File: src/rtl/shdr_pkg.sv
package shdr_pkg;

   localparam logic [1:0] HDR_CODE_ZERO = 2'b01;
   localparam logic [1:0] HDR_CODE_ONE  = 2'b10;

   typedef struct packed {
      logic bit_val;
      logic illegal;
   } hdr_dec_t;

   function automatic hdr_dec_t decode_hdr(input logic [1:0] code);
      hdr_dec_t d;
      d.bit_val = (code == HDR_CODE_ONE);
      d.illegal = (code != HDR_CODE_ONE) && (code != HDR_CODE_ZERO);
      return d;
   endfunction

endpackage

File: src/rtl/shdr_hdr_decode.sv
module shdr_hdr_decode
   import shdr_pkg::*;
(
   input  logic       blk_vld,
   input  logic [1:0] hdr_in,
   output logic       bit_out,
   output logic       bad_out
);

   hdr_dec_t dec;

   always_comb begin
      dec     = decode_hdr(hdr_in);
      bit_out = dec.bit_val;
      bad_out = blk_vld && dec.illegal;
   end

endmodule

File: src/rtl/shdr_lock_track.sv
module shdr_lock_track #(
   parameter int LOSS_COUNT = 16
) (
   input  logic clk,
   input  logic rst_n,
   input  logic blk_vld,
   input  logic start,
   input  logic bad,
   output logic locked_o,
   output logic lose_o
);

   localparam int CW = $clog2(LOSS_COUNT + 1);
   localparam logic [CW-1:0] RUN_MAX = CW'(LOSS_COUNT);

   logic [CW-1:0] run_q, run_nxt;
   logic          lock_q, lock_nxt;

   always_comb begin
      run_nxt = run_q;
      if (blk_vld) begin
         if (start)
            run_nxt = bad ? CW'(1) : '0;
         else if (bad)
            run_nxt = (run_q == RUN_MAX) ? run_q : run_q + CW'(1);
         else
            run_nxt = '0;
      end
      lose_o   = blk_vld && !start && bad && (run_nxt == RUN_MAX);
      lock_nxt = lock_q;
      if (blk_vld && start)
         lock_nxt = 1'b1;
      else if (lose_o)
         lock_nxt = 1'b0;
   end

   always_ff @(posedge clk) begin
      if (!rst_n) begin
         run_q  <= '0;
         lock_q <= 1'b0;
      end else begin
         run_q  <= run_nxt;
         lock_q <= lock_nxt;
      end
   end

   assign locked_o = lock_q;


   run_bound_chk: assert property (@(posedge clk) disable iff (!rst_n)
      run_q <= RUN_MAX);


   loss_edge_chk: assert property (@(posedge clk) disable iff (!rst_n)
      (run_q == RUN_MAX - CW'(1)) && blk_vld && bad && !start |=> !locked_o);


   short_run_chk: assert property (@(posedge clk) disable iff (!rst_n)
      locked_o && (run_q < RUN_MAX - CW'(1)) && !(blk_vld && start) |=> locked_o);

endmodule

File: src/rtl/shdr_word_collect.sv
module shdr_word_collect #(
   parameter int WORD_BITS = 32
) (
   input  logic                 clk,
   input  logic                 rst_n,
   input  logic                 blk_vld,
   input  logic                 start,
   input  logic                 bit_in,
   input  logic                 lose,
   output logic [WORD_BITS-1:0] word_o,
   output logic                 vld_o
);

   localparam int IW = $clog2(WORD_BITS + 1);
   localparam logic [IW-1:0] IDX_FULL = IW'(WORD_BITS);

   logic                 active_q;
   logic [IW-1:0]        idx_q, idx_nxt;
   logic [WORD_BITS-1:0] sh_q, sh_nxt;
   logic                 take, done;

   always_comb begin
      take    = blk_vld && !lose && (start || active_q);
      sh_nxt  = start ? {{(WORD_BITS-1){1'b0}}, bit_in} : {sh_q[WORD_BITS-2:0], bit_in};
      idx_nxt = start ? IW'(1) : idx_q + IW'(1);
      done    = take && (idx_nxt == IDX_FULL);
   end

   always_ff @(posedge clk) begin
      if (!rst_n) begin
         active_q <= 1'b0;
         idx_q    <= '0;
         sh_q     <= '0;
         word_o   <= '0;
         vld_o    <= 1'b0;
      end else begin
         vld_o <= 1'b0;
         if (blk_vld && lose) begin
            active_q <= 1'b0;
            idx_q    <= '0;
         end else if (take) begin
            sh_q     <= sh_nxt;
            idx_q    <= idx_nxt;
            active_q <= !done;
            if (done) begin
               word_o <= sh_nxt;
               vld_o  <= 1'b1;
            end
         end
      end
   end


   vld_single_chk: assert property (@(posedge clk) disable iff (!rst_n)
      vld_o |=> !vld_o);


   idx_range_chk: assert property (@(posedge clk) disable iff (!rst_n)
      idx_q <= IDX_FULL);


   word_hold_chk: assert property (@(posedge clk) disable iff (!rst_n)
      !vld_o |-> word_o == $past(word_o));

endmodule

File: src/rtl/shdr_word_rx.sv
module shdr_word_rx #(
   parameter int WORD_BITS  = 32,
   parameter int LOSS_COUNT = 16
) (
   input  logic                 clk,
   input  logic                 rst_n,
   input  logic                 blk_vld,
   input  logic [1:0]           blk_hdr,
   input  logic                 mb_start,
   output logic [WORD_BITS-1:0] sync_word,
   output logic                 word_vld,
   output logic                 hdr_err,
   output logic                 locked
);

   generate
      if (WORD_BITS < 2) begin : g_bad_word
         $error("shdr_word_rx: WORD_BITS must be at least 2");
      end
      if (LOSS_COUNT < 2) begin : g_bad_loss
         $error("shdr_word_rx: LOSS_COUNT must be at least 2");
      end
   endgenerate

   logic dec_bit, dec_bad, lose, err_q;

   shdr_hdr_decode u_dec (
      .blk_vld (blk_vld),
      .hdr_in  (blk_hdr),
      .bit_out (dec_bit),
      .bad_out (dec_bad)
   );

   shdr_lock_track #(.LOSS_COUNT(LOSS_COUNT)) u_lock (
      .clk      (clk),
      .rst_n    (rst_n),
      .blk_vld  (blk_vld),
      .start    (mb_start),
      .bad      (dec_bad),
      .locked_o (locked),
      .lose_o   (lose)
   );

   shdr_word_collect #(.WORD_BITS(WORD_BITS)) u_col (
      .clk     (clk),
      .rst_n   (rst_n),
      .blk_vld (blk_vld),
      .start   (mb_start),
      .bit_in  (dec_bit),
      .lose    (lose),
      .word_o  (sync_word),
      .vld_o   (word_vld)
   );

   always_ff @(posedge clk) begin
      if (!rst_n) err_q <= 1'b0;
      else        err_q <= dec_bad;
   end
   assign hdr_err = err_q;


   bad_hdr_flag_chk: assert property (@(posedge clk) disable iff (!rst_n)
      blk_vld && (blk_hdr == 2'b00 || blk_hdr == 2'b11) |=> hdr_err);


   idle_no_flag_chk: assert property (@(posedge clk) disable iff (!rst_n)
      !blk_vld |=> !hdr_err);


   regain_chk: assert property (@(posedge clk) disable iff (!rst_n)
      blk_vld && mb_start |=> locked);


   stay_down_chk: assert property (@(posedge clk) disable iff (!rst_n)
      !locked && !(blk_vld && mb_start) |=> !locked);


   word_locked_chk: assert property (@(posedge clk) disable iff (!rst_n)
      word_vld |-> locked);

endmodule

File: config.mk
export PLATFORM = sky130hd
export DESIGN_NAME = shdr_word_rx
export DESIGN_NICKNAME = d
export VERILOG_FILES = /design/src/rtl/shdr_pkg.sv /design/src/rtl/shdr_hdr_decode.sv /design/src/rtl/shdr_lock_track.sv /design/src/rtl/shdr_word_collect.sv /design/src/rtl/shdr_word_rx.sv
export SDC_FILE = /design/constraint.sdc
export NUM_CORES = 1
export LEC_CHECK = 0
export BUFFER_PORTS_ARGS = -buffer_cell sky130_fd_sc_hd__buf_2
export CAP_MARGIN = 40
export CORE_MARGIN = 1.5
export CORE_UTILIZATION = 30
export DETAILED_ROUTE_END_ITERATION = 8
export PLACE_DENSITY = 0.49
export SLEW_MARGIN = 10
export SYNTH_ARGS = -nofsm -noshare
export SYNTH_HDL_FRONTEND = slang
export SYNTH_SLANG_ARGS = --single-unit
File: constraint.sdc
create_clock -name clk -period 2.81 [get_ports clk]
set_input_delay 0.281 -clock clk [delete_from_list [all_inputs] [get_ports clk]]
set_output_delay 0.281 -clock clk [all_outputs]
set_load 0.02 [all_outputs]
---- Word level (Yosys, flattened, before mapping) ----
Cells that the tools add are included.
storage, ports and cells
  flip-flop bits (word level) ............. 78
  word-level logic and storage cells ...... 48
cells by class
  $add $sub $neg .......................... 2
  equal/unequal tests ..................... 6
  multiplexer cells ....................... 10
  bitwise operators ....................... 3
  reductions and logical operators ........ 19
operator list
  cell                   count
  $mux W32               1
  $mux W5                4
  $eq A5 B5 Y1 const B   2
  $logic_and A1 B1 Y1    10
  $add A6 B1 Y6 const B  1
  $eq A6 B6 Y1 const B   1
  $mux W6                1
  $add A5 B1 Y5 const B  1
  $mux W1                4
  $logic_not A1 Y1       3
  $not A1 Y1             3
  $reduce_and A3 Y1      1
  $reduce_or A3 Y1       1
  $eq A2 B2 Y1 const B   1
  $ne A2 B1 Y1 const B   1
  $ne A2 B2 Y1 const B   1
  $reduce_and A2 Y1      1
  $reduce_bool A2 Y1     1
  $reduce_or A2 Y1       1
  $logic_or A1 B1 Y1     1

---- Depth between registers and ports, before layout ----
Gate-level depths: netlist of the first run.
  depth after elaboration ................. 13
  gate-level depth with buffers ........... 8
  mapped depth without buffers ............ 7

---- Hierarchy ----
From an unflattened synthesis of the first run, not the netlist that was laid out.
second synthesis, totals
  cells, all modules ...................... 386
  area, all modules ....................... 3557.2 um2
by module, submodules not included
  module             times used  cells an instance  area an instance (um2)
  shdr_word_collect  1           336                3123.0
  shdr_lock_track    1           45                 385.4
  shdr_word_rx       1           2                  26.3
  shdr_hdr_decode    1           3                  22.5

---- Least setup slack after synthesis of the first run ----
Ideal clock, no wire load.
  kind .................................... flip-flop to flip-flop
  start point ............................. register u_lock.run_q[0]
  end point ............................... register u_col.word_o[0]
  arrival ................................. 2.012 ns
  required time ........................... 2.738 ns
  path slack .............................. 0.727 ns
  cell stages (with the launch flop) ...... 9
  buffers on the path ..................... 1
  clock period less this slack ............ 2.083 ns
  cells stage by stage .................... dfxtp_1 > inv_1 > ha_1 > and4bb_2 > o221a_2 > o221ai_2 > o2111ai_4 > buf_6 > mux2i_1
on the way
  cells in the longest elaborated chain, start to end .. 12
  elaborated cells between the ends (all ways) .. 15
ends and longest elaborated chain
  what                                                  line                     text
  start: declaration                                    shdr_lock_track.sv:16    logic [CW-1:0] run_q, run_nxt;
  start signal: assignment                              shdr_lock_track.sv:42    run_q <= run_nxt;
  $add A5 B1 Y5 / $eq A5 B5 Y1 (equally long branches)  shdr_lock_track.sv:25    run_nxt = (run_q == RUN_MAX) ? run_q : run_q + CW'(1);
  $mux W5                                               shdr_lock_track.sv:25
  $mux W5                                               shdr_lock_track.sv:24    else if (bad)
  $mux W5                                               shdr_lock_track.sv:22    if (start)
  $mux W5 *                                             shdr_lock_track.sv:21    if (blk_vld) begin
  $eq A5 B5 Y1 *                                        shdr_lock_track.sv:29    lose_o = blk_vld && !start && bad && (run_nxt == RUN_MAX);
  $logic_and A1 B1 Y1 *                                 shdr_lock_track.sv:29
  $logic_not A1 Y1                                      shdr_word_collect.sv:23  take = blk_vld && !lose && (start || active_q);
  $logic_and A1 B1 Y1 (2 in a row)                      shdr_word_collect.sv:23
  $logic_and A1 B1 Y1                                   shdr_word_collect.sv:26  done = take && (idx_nxt == IDX_FULL);
  $reduce_and A3 Y1 (no line) *                         --
  end signal: assignment                                shdr_word_collect.sv:46  word_o <= sh_nxt;
  end: declaration                                      shdr_word_collect.sv:10  output logic [WORD_BITS-1:0] word_o,
Mark *: on every way between the ends. The rest lies on a longest branch, timed or not.
A chain may end at the register's enable or synchronous reset.

---- Final worst setup path of the first run ----
  start point ............................. register u_lock.run_q[0]
  end point ............................... register u_col.word_o[25]
The elaborated chain is that of the path after synthesis.

==> flow_summary_export.csv, run 1 <==
group,metric,value,unit
floorplan,io_pins,41,
run,maxCapViolations,0,
sta,skew,0.00982,ns
route,dr_total_vias,2458,
route,ant_nets,0,
route,drt_wl_total,6.61,mm
synthesis,ys.flop_type,"dfxtp_1",
clock_network,cts_tree,"yes",
clock_network,cts_buffers,9,
floorplan,dieHeight,108,microns
power,switching_share,0.228,
synthesis,synth_cell_type_count,39,
route,firstDrtPassIters,4,
finish,fin_cells,535,
floorplan,die-area,11700,sq um
clock_network,cts-root-buf,"clkbuf_8",
placed_design,dp.final_hpwl,4.33,mm
finish,n_fill_cell,1132,
sta,worstMarginPinSlew,0.708,ns
setup_path,cp-end-kind,"register",
route,wl_per_cell,12.4,microns
finish,finalInstanceArea,3910,sq um
synthesis,yosys_warnings,0,
sta,relSlewSlack,0.528,
floorplan,start_util,0.307,
clock_network,clock_sinks,78,
global_route,grtUsageTotal,0.121,
synthesis,syn_avg_cell_area,9.43,sq um
finish,seq_area,1560,sq um
power,p_sw,496,uW
route,drc,0,
synthesis,synth-seq-area-share,0.469,
min_path,min_path_type,"primary input to register",
setup_path,cp_data_arrival_time,2.69,ns
power,power.internal,1680,uW
clock_network,clk_pin_slew_worst_paths,0.08,ns
power,p_per_area,556,nW/um^2
clock_network,hold_buffers,0,
synthesis,syn-num-nets,363,
finish,nets,400,
sta,slew_viol_final,0,
finish,area_growth,17.6,%
global_route,grt_max_degree,47,
setup_path,crit_fanout,8,
sta,period_share,0.860,
synthesis,ys_seq_elements,78,
power,pwr-share-seq,0.513,
finish,diodes,0,
clock_network,htree_num_levels,3,
power,vdd_drop_max,0.247,mV
sta,final.min_clock_period,2.42,ns
synthesis,synth-edff-count,0,
sta,hold_viol,0,
route,drtIter0Drc,128,
synthesis,syn_inst,353,
sta,rsz0062_at_grt,"false",
finish,post-route-util,0.361,
power,comb_power_share,0.056,
setup_path,path_class,"register to register",
synthesis,syn_area,3330,sq um
placed_design,placed_area,3690,sq um
route,vias_per_cell,4.59,
setup_path,required,3.08,ns
floorplan,rows,38,
clock_network,clock_latency,0.34,ns
placed_design,io_buffers,40,
power,p_clk_frac,0.431,
run_status,status,"complete, no violations",
clock_network,cts_resized,0,
global_route,grt_pass1_vias,2339,
floorplan,die_w,108,microns
sta,fmax,414,MHz
finish,multiInputGateArea,1630,sq um
setup_path,setup.worst_path.start_class,"register",
sta,setup_viol,0,
placed_design,routabilityCongestion,0.739,
floorplan,core-area,10800,sq um
clock_network,clk_path_buf_depth,2,
global_route,grt_pass1_wl,11.3,mm
sta,whs,0.344,ns
power,leakage,0.00181,uW
finish,layout-drive-gt1-share,0.180,
synthesis,async_reset_ff_frac,0,
placed_design,place_inst,519,
global_route,grt_antenna_before_repair,0,
global_route,grt-ovfl-total,0,
clock_network,cts_setup_buffers,0,
sta,setup_tns,0,ns
==> power by group through the flow <==
| stage | clock, uW | combinational [uW] | sequential, uW |
|---|---|---|---|
| floorplan | 0 | 86.9 | 1140 |
| global placement | 0 | 122 | 1140 |
| detailed placement | 0 | 123 | 1140 |
| CTS | 969 | 124 | 1120 |
| global route | 1010 | 134 | 1120 |
| finish | 937 | 122 | 1120 |
==> state kept, by name, summed over array words and instances (netlist names) <==
| name | count |
|---|---|
| u_lock.locked_o | 1 |
| u_lock.run_q | 5 |
| u_col.idx_q | 6 |
| u_col.vld_o | 1 |
| u_col.active_q | 1 |
| u_col.sh_q | 31 |
| hdr_err | 1 |
| u_col.word_o | 32 |
==> layout make-up <==
type	count	area share
Timing Repair Buffer	48	0.0761
Multi-Input combinational cell	246	0.417
Clock inverter	5	0.0208
Inverter	7	0.00671
Sequential cell	78	0.399
Tap cell	140	0.0448
Clock buffer	11	0.0361
==> stage by stage <==
stage / power, uW / setup WS, ns
5_1_grt: 2260 / 0.258
6_report: 2180 / 0.392
3_3_place_gp: 1260 / 0.461
3_5_place_dp: 1270 / 0.387
2_1_floorplan: 1230 / 0.727
4_1_cts: 2210 / 0.371
==> synth_stat cells, drive strengths merged (4+ instances only) <==
cell type / n / area share
a21oi: 10 / 0.015
buf: 7 / 0.018
clkbuf: 15 / 0.017
dfxtp: 78 / 0.47
ha: 4 / 0.015
inv: 6 / 0.0068
mux2i: 65 / 0.20
nand2: 74 / 0.083
nand3: 37 / 0.056
nor2: 11 / 0.012
nor2b: 6 / 0.011
o21ai: 9 / 0.015
==> per-layer routing <==
| metal | track usage | wire, microns |
|---|---|---|
| met5 | 0 | 0 |
| met1 | 0.166 | 3400 |
| met2 | 0.182 | 2880 |
| met3 | 0.0271 | 232 |
| met4 | 0.0508 | 92 |
==> cells by family after synthesis <==
kind of cell	share of synthesized area
AO/OA/AOI/OAI	0.0684
XOR/XNOR	0.00790
adder cells (fa/ha/maj)	0.0150
buffers and inverters	0.0432
flip-flops	0.469
multiplexers	0.199
AND/OR/NAND/NOR	0.197
==> worst max-delay path, cell delays in order, from the launching register on <==
cell and delay (ns):
dfxtp_1 0.41, inv_1 0.10, ha_1 0.31, and4bb_2 0.29, o221a_2 0.18, o221ai_2 0.18, o2111ai_4 0.41, buf_4 0.27
mux2i_1 0.20
==> layout by cell type, fill, tap and decap left out, types with 3 or more instances in the layout <==
master    instances
nor2_1           11
nand2_1          74
nand3_1          37
nor2b_1           6
buf_12            3
o21ai_0           7
a21oi_1          10
clkbuf_8         10
mux2i_1          65
ha_1              4
buf_2            40
dfxtp_1          78
inv_1             6
buf_4             5
==> final timing paths <==
kind                            cells past startpoint  slack (ns)        startpoint          endpoint
worst max-delay path                                8        0.39   u_lock.run_q[0]  u_col.word_o[25]
worst min-delay path                                3        0.34          mb_start   u_lock.locked_o
worst max register to register                      8        0.39   u_lock.run_q[0]  u_col.word_o[25]
worst min register to register                      2        0.46  u_col.word_o[23]  u_col.word_o[23]
No activity file was read; power rests on OpenSTA's default activity.
==> run 2, diff against run 1 <==
--- a/config.mk
+++ b/config.mk
@@ -5,12 +5,13 @@
 export SDC_FILE = /design/constraint.sdc
 export NUM_CORES = 1
 export LEC_CHECK = 0
+export ABC_AREA = 1
 export BUFFER_PORTS_ARGS = -buffer_cell sky130_fd_sc_hd__buf_2
 export CAP_MARGIN = 40
 export CORE_MARGIN = 1.5
 export CORE_UTILIZATION = 30
 export DETAILED_ROUTE_END_ITERATION = 8
-export PLACE_DENSITY = 0.49
+export PLACE_DENSITY = 0.48
 export SLEW_MARGIN = 10
 export SYNTH_ARGS = -nofsm -noshare
 export SYNTH_HDL_FRONTEND = slang
==> constraint.sdc (replaced) <==
create_clock -name clk -period 2.35 [get_ports clk]
set_input_delay 0.235 -clock clk [delete_from_list [all_inputs] [get_ports clk]]
set_output_delay 0.235 -clock clk [all_outputs]
set_load 0.02 [all_outputs]
==> run 2 against run 1 <==
Sequential share of layout area is 5.4 points lower. Clock-buffer cell count is 2 higher. Synthesized cell count is 38% higher. Worst setup slack worse by 0.13 ns. Cell count is 30% higher. Register-to-register slack worse by 0.13 ns. Critical path depth is 6 higher. Global-route usage is 1.8 points higher. First-iteration DRC count is 6.3% higher.
==> flow_summary_export.csv, run 2 <==
group,metric,value,unit
run_status,status,"complete, no violations",
synthesis,synth_cell_type_count,32,
setup_path,setup.worst_path.start_class,"register",
setup_path,rr_endpoint,"u_col.sh_q[14]",
min_path,min_path_type,"primary input to register",
finish,layout-drive-gt1-share,0.272,
synthesis,yosysTopAreaCell,"dfxtp_1",
power,p_clk_frac,0.464,
sta,fmax,479,MHz
floorplan,die_w,117,microns
setup_path,cp_data_arrival_time,2.35,ns
sta,setup_viol,0,
clock_network,cts_buffers,9,
placed_design,place_inst,679,
sta,skew,0.00684,ns
synthesis,syn_inst,486,
power,p_sw,721,uW
min_path,hp-start,"blk_vld",
finish,largest_reg_flops,32,
route,drtIter0Drc,136,
clock_network,cts_tree,"yes",
finish,largest_register,"u_col.word_o",
sta,slew_viol_final,0,
placed_design,routabilityCongestion,0.748,
sta,relSlewSlack,0.650,
synthesis,async_reset_ff_frac,0,
floorplan,core-area,12600,sq um
power,pwr-share-seq,0.459,
clock_network,clock_latency,0.34,ns
setup_path,cp-end-kind,"register",
synthesis,ys_seq_elements,78,
finish,nets,528,
route,vias_per_cell,4.53,
global_route,grt_max_degree,34,
power,comb_power_share,0.077,
run,maxCapViolations,0,
placed_design,io_buffers,40,
power,vdd_drop_max,0.257,mV
synthesis,ys.flop_type,"dfxtp_1",
clock_network,clock_sinks,78,
route,wl_per_cell,12.8,microns
floorplan,io_pins,41,
power,power.internal,2310,uW
setup_path,crit_fanout,23,
power,leakage,0.00174,uW
route,drc,0,
sta,rsz0062_at_grt,"false",
synthesis,syn_area,3880,sq um
finish,final_cell_mix,"nor2_1 (94), dfxtp_1 (78), nand2_1 (58), inv_1 (46), buf_2 (40)",
sta,whs,0.263,ns
route,dr_total_vias,3147,
setup_path,r2r_cells,14,
synthesis,synth-edff-count,0,
clock_network,cts-root-buf,"clkbuf_16",
global_route,grt_pass1_wl,14.6,mm
sta,hold_viol,0,
min_path,min_path_cells,3,
synthesis,yosysMostFrequentCell,"nor2_1",
finish,area_growth,16.7,%
floorplan,dieHeight,117,microns
floorplan,rows,41,
placed_design,dp.final_hpwl,5.90,mm
synthesis,synth_area_leaders,"dfxtp_1 (40%), nor2_1 (9.1%), nand2_4 (8.7%), a21oi_2 (6.8%), nand4_1 (6.0%)",
power,switching_share,0.237,
synthesis,synth_top_cell_area_share,0.403,
synthesis,syn_avg_cell_area,7.98,sq um
global_route,grt_antenna_before_repair,0,
synthesis,synth-seq-area-share,0.403,
clock_network,hold_buffers,0,
setup_path,r2r_slack,0.26,ns
min_path,min_to,"hdr_err",
clock_network,clk_pin_slew_worst_paths,0.06,ns
clock_network,clk_path_buf_depth,2,
route,drt_wl_total,8.87,mm
route,ant_nets,0,
synthesis,yosys_warnings,0,
clock_network,cts_resized,0,
clock_network,htree_num_levels,3,
finish,fin_cells,695,
synthesis,synthTopCellsByCount,"nor2_1 (94), dfxtp_1 (78), nand2_1 (58), inv_1 (47), nand4_1 (37)",
finish,layout_commonest_cell,"nor2_1",
sta,final.min_clock_period,2.09,ns
setup_path,reg2reg_from,"u_lock.run_q[0]",
sta,period_share,0.889,
synthesis,syn-num-nets,496,
sta,worstMarginPinSlew,0.525,ns
route,firstDrtPassIters,4,
finish,top_regs,"u_col.word_o x32, u_col.sh_q x31, u_col.idx_q x6",
finish,diodes,0,
clock_network,cts_setup_buffers,0,
floorplan,die-area,13600,sq um
setup_path,path_class,"register to register",
global_route,grt_pass1_vias,2947,
sta,setup_tns,0,ns
global_route,grt-ovfl-total,0,
finish,n_fill_cell,1321,
power,p_per_area,671,nW/um^2
floorplan,start_util,0.307,
setup_path,required,2.61,ns
global_route,grtUsageTotal,0.139,
-- run 2: cell types whose count changed in the layout (fill, tap and decap cells not counted), sizes merged, moves of 3 or more --
cell,previous run,this run
o21ai,9,28
nor2,11,99
inv,7,51
nand4,0,37
mux2i,65,0
nand3,37,13
buf,48,51
nor2b,6,0
a21oi,10,45
nand2,74,93
-- run 2: how the worst max path moves through the flow --
stage	from	to	slack, ns	cells after the start
after floorplan	u_lock.run_q[0]	u_col.word_o[10]	0.56	15
after global placement	u_lock.run_q[0]	u_col.active_q	0.19	16
after detailed placement	blk_hdr[0]	u_col.active_q	0.14	16
after CTS	u_lock.run_q[0]	u_col.active_q	0.12	16
after global routing	u_lock.run_q[0]	u_col.sh_q[14]	0.01	14
final	u_lock.run_q[0]	u_col.sh_q[14]	0.26	14
-- run 2: per-stage QoR --
step	utilization	power, uW	instance area (sq um)	worst slack (ns)
floorplan	-	1600	3880	0.562
global placement	0.334	1650	4220	0.186
CTS	0.358	3080	4520	0.121
finish	0.358	3030	4520	0.260
global route	0.358	3170	4520	0.0138
detailed placement	0.334	1650	4220	0.141
-- run 2: cell families after synthesis --
| family | share of synthesized area |
|---|---|
| compound gates | 0.128 |
| xor+xnor | 0.00226 |
| fa+ha+maj | 0.0129 |
| buf+inv | 0.104 |
| flops | 0.403 |
| simple gates | 0.350 |
-- run 2: power by group through the flow --
stage,registers (uW),clock network [uW],logic [uW]
finish,1390,1410,235
global route,1400,1500,271
CTS,1390,1450,236
detailed placement,1420,0,235
global placement,1420,0,233
floorplan,1420,0,182
-- run 2: cell type report --
cell class | instances | area [sq um] | area share
multi-input combinational | 324 | 1910 | 0.422
sequential | 78 | 1560 | 0.345
timing repair buffer | 51 | 320 | 0.0708
clock buffer | 13 | 260 | 0.0575
tap | 172 | 215 | 0.0476
inverter | 54 | 213 | 0.0470
clock inverter | 3 | 42.5 | 0.00941
-- run 2: critical path, stage by stage, from the launching register on --
cell      delay [ns]
dfxtp_1         0.39
inv_1           0.08
ha_1            0.20
nand2_1         0.06
clkinv_1        0.07
nand3_1         0.07
nand2_1         0.05
nand2_1         0.08
nand2_1         0.13
nor2_8          0.13
nand2_8         0.12
nand2_8         0.17
buf_4           0.24
nand2_1         0.07
a21oi_1         0.15
-- run 2: per-layer routing --
layer,up-vias,share of wire,GRT usage
li1,1631,-,-
met3,7,0.051,0.0394
met1,1450,0.49,0.181
met4,0,0.011,0.0434
met5,-,0,0
met2,59,0.45,0.223
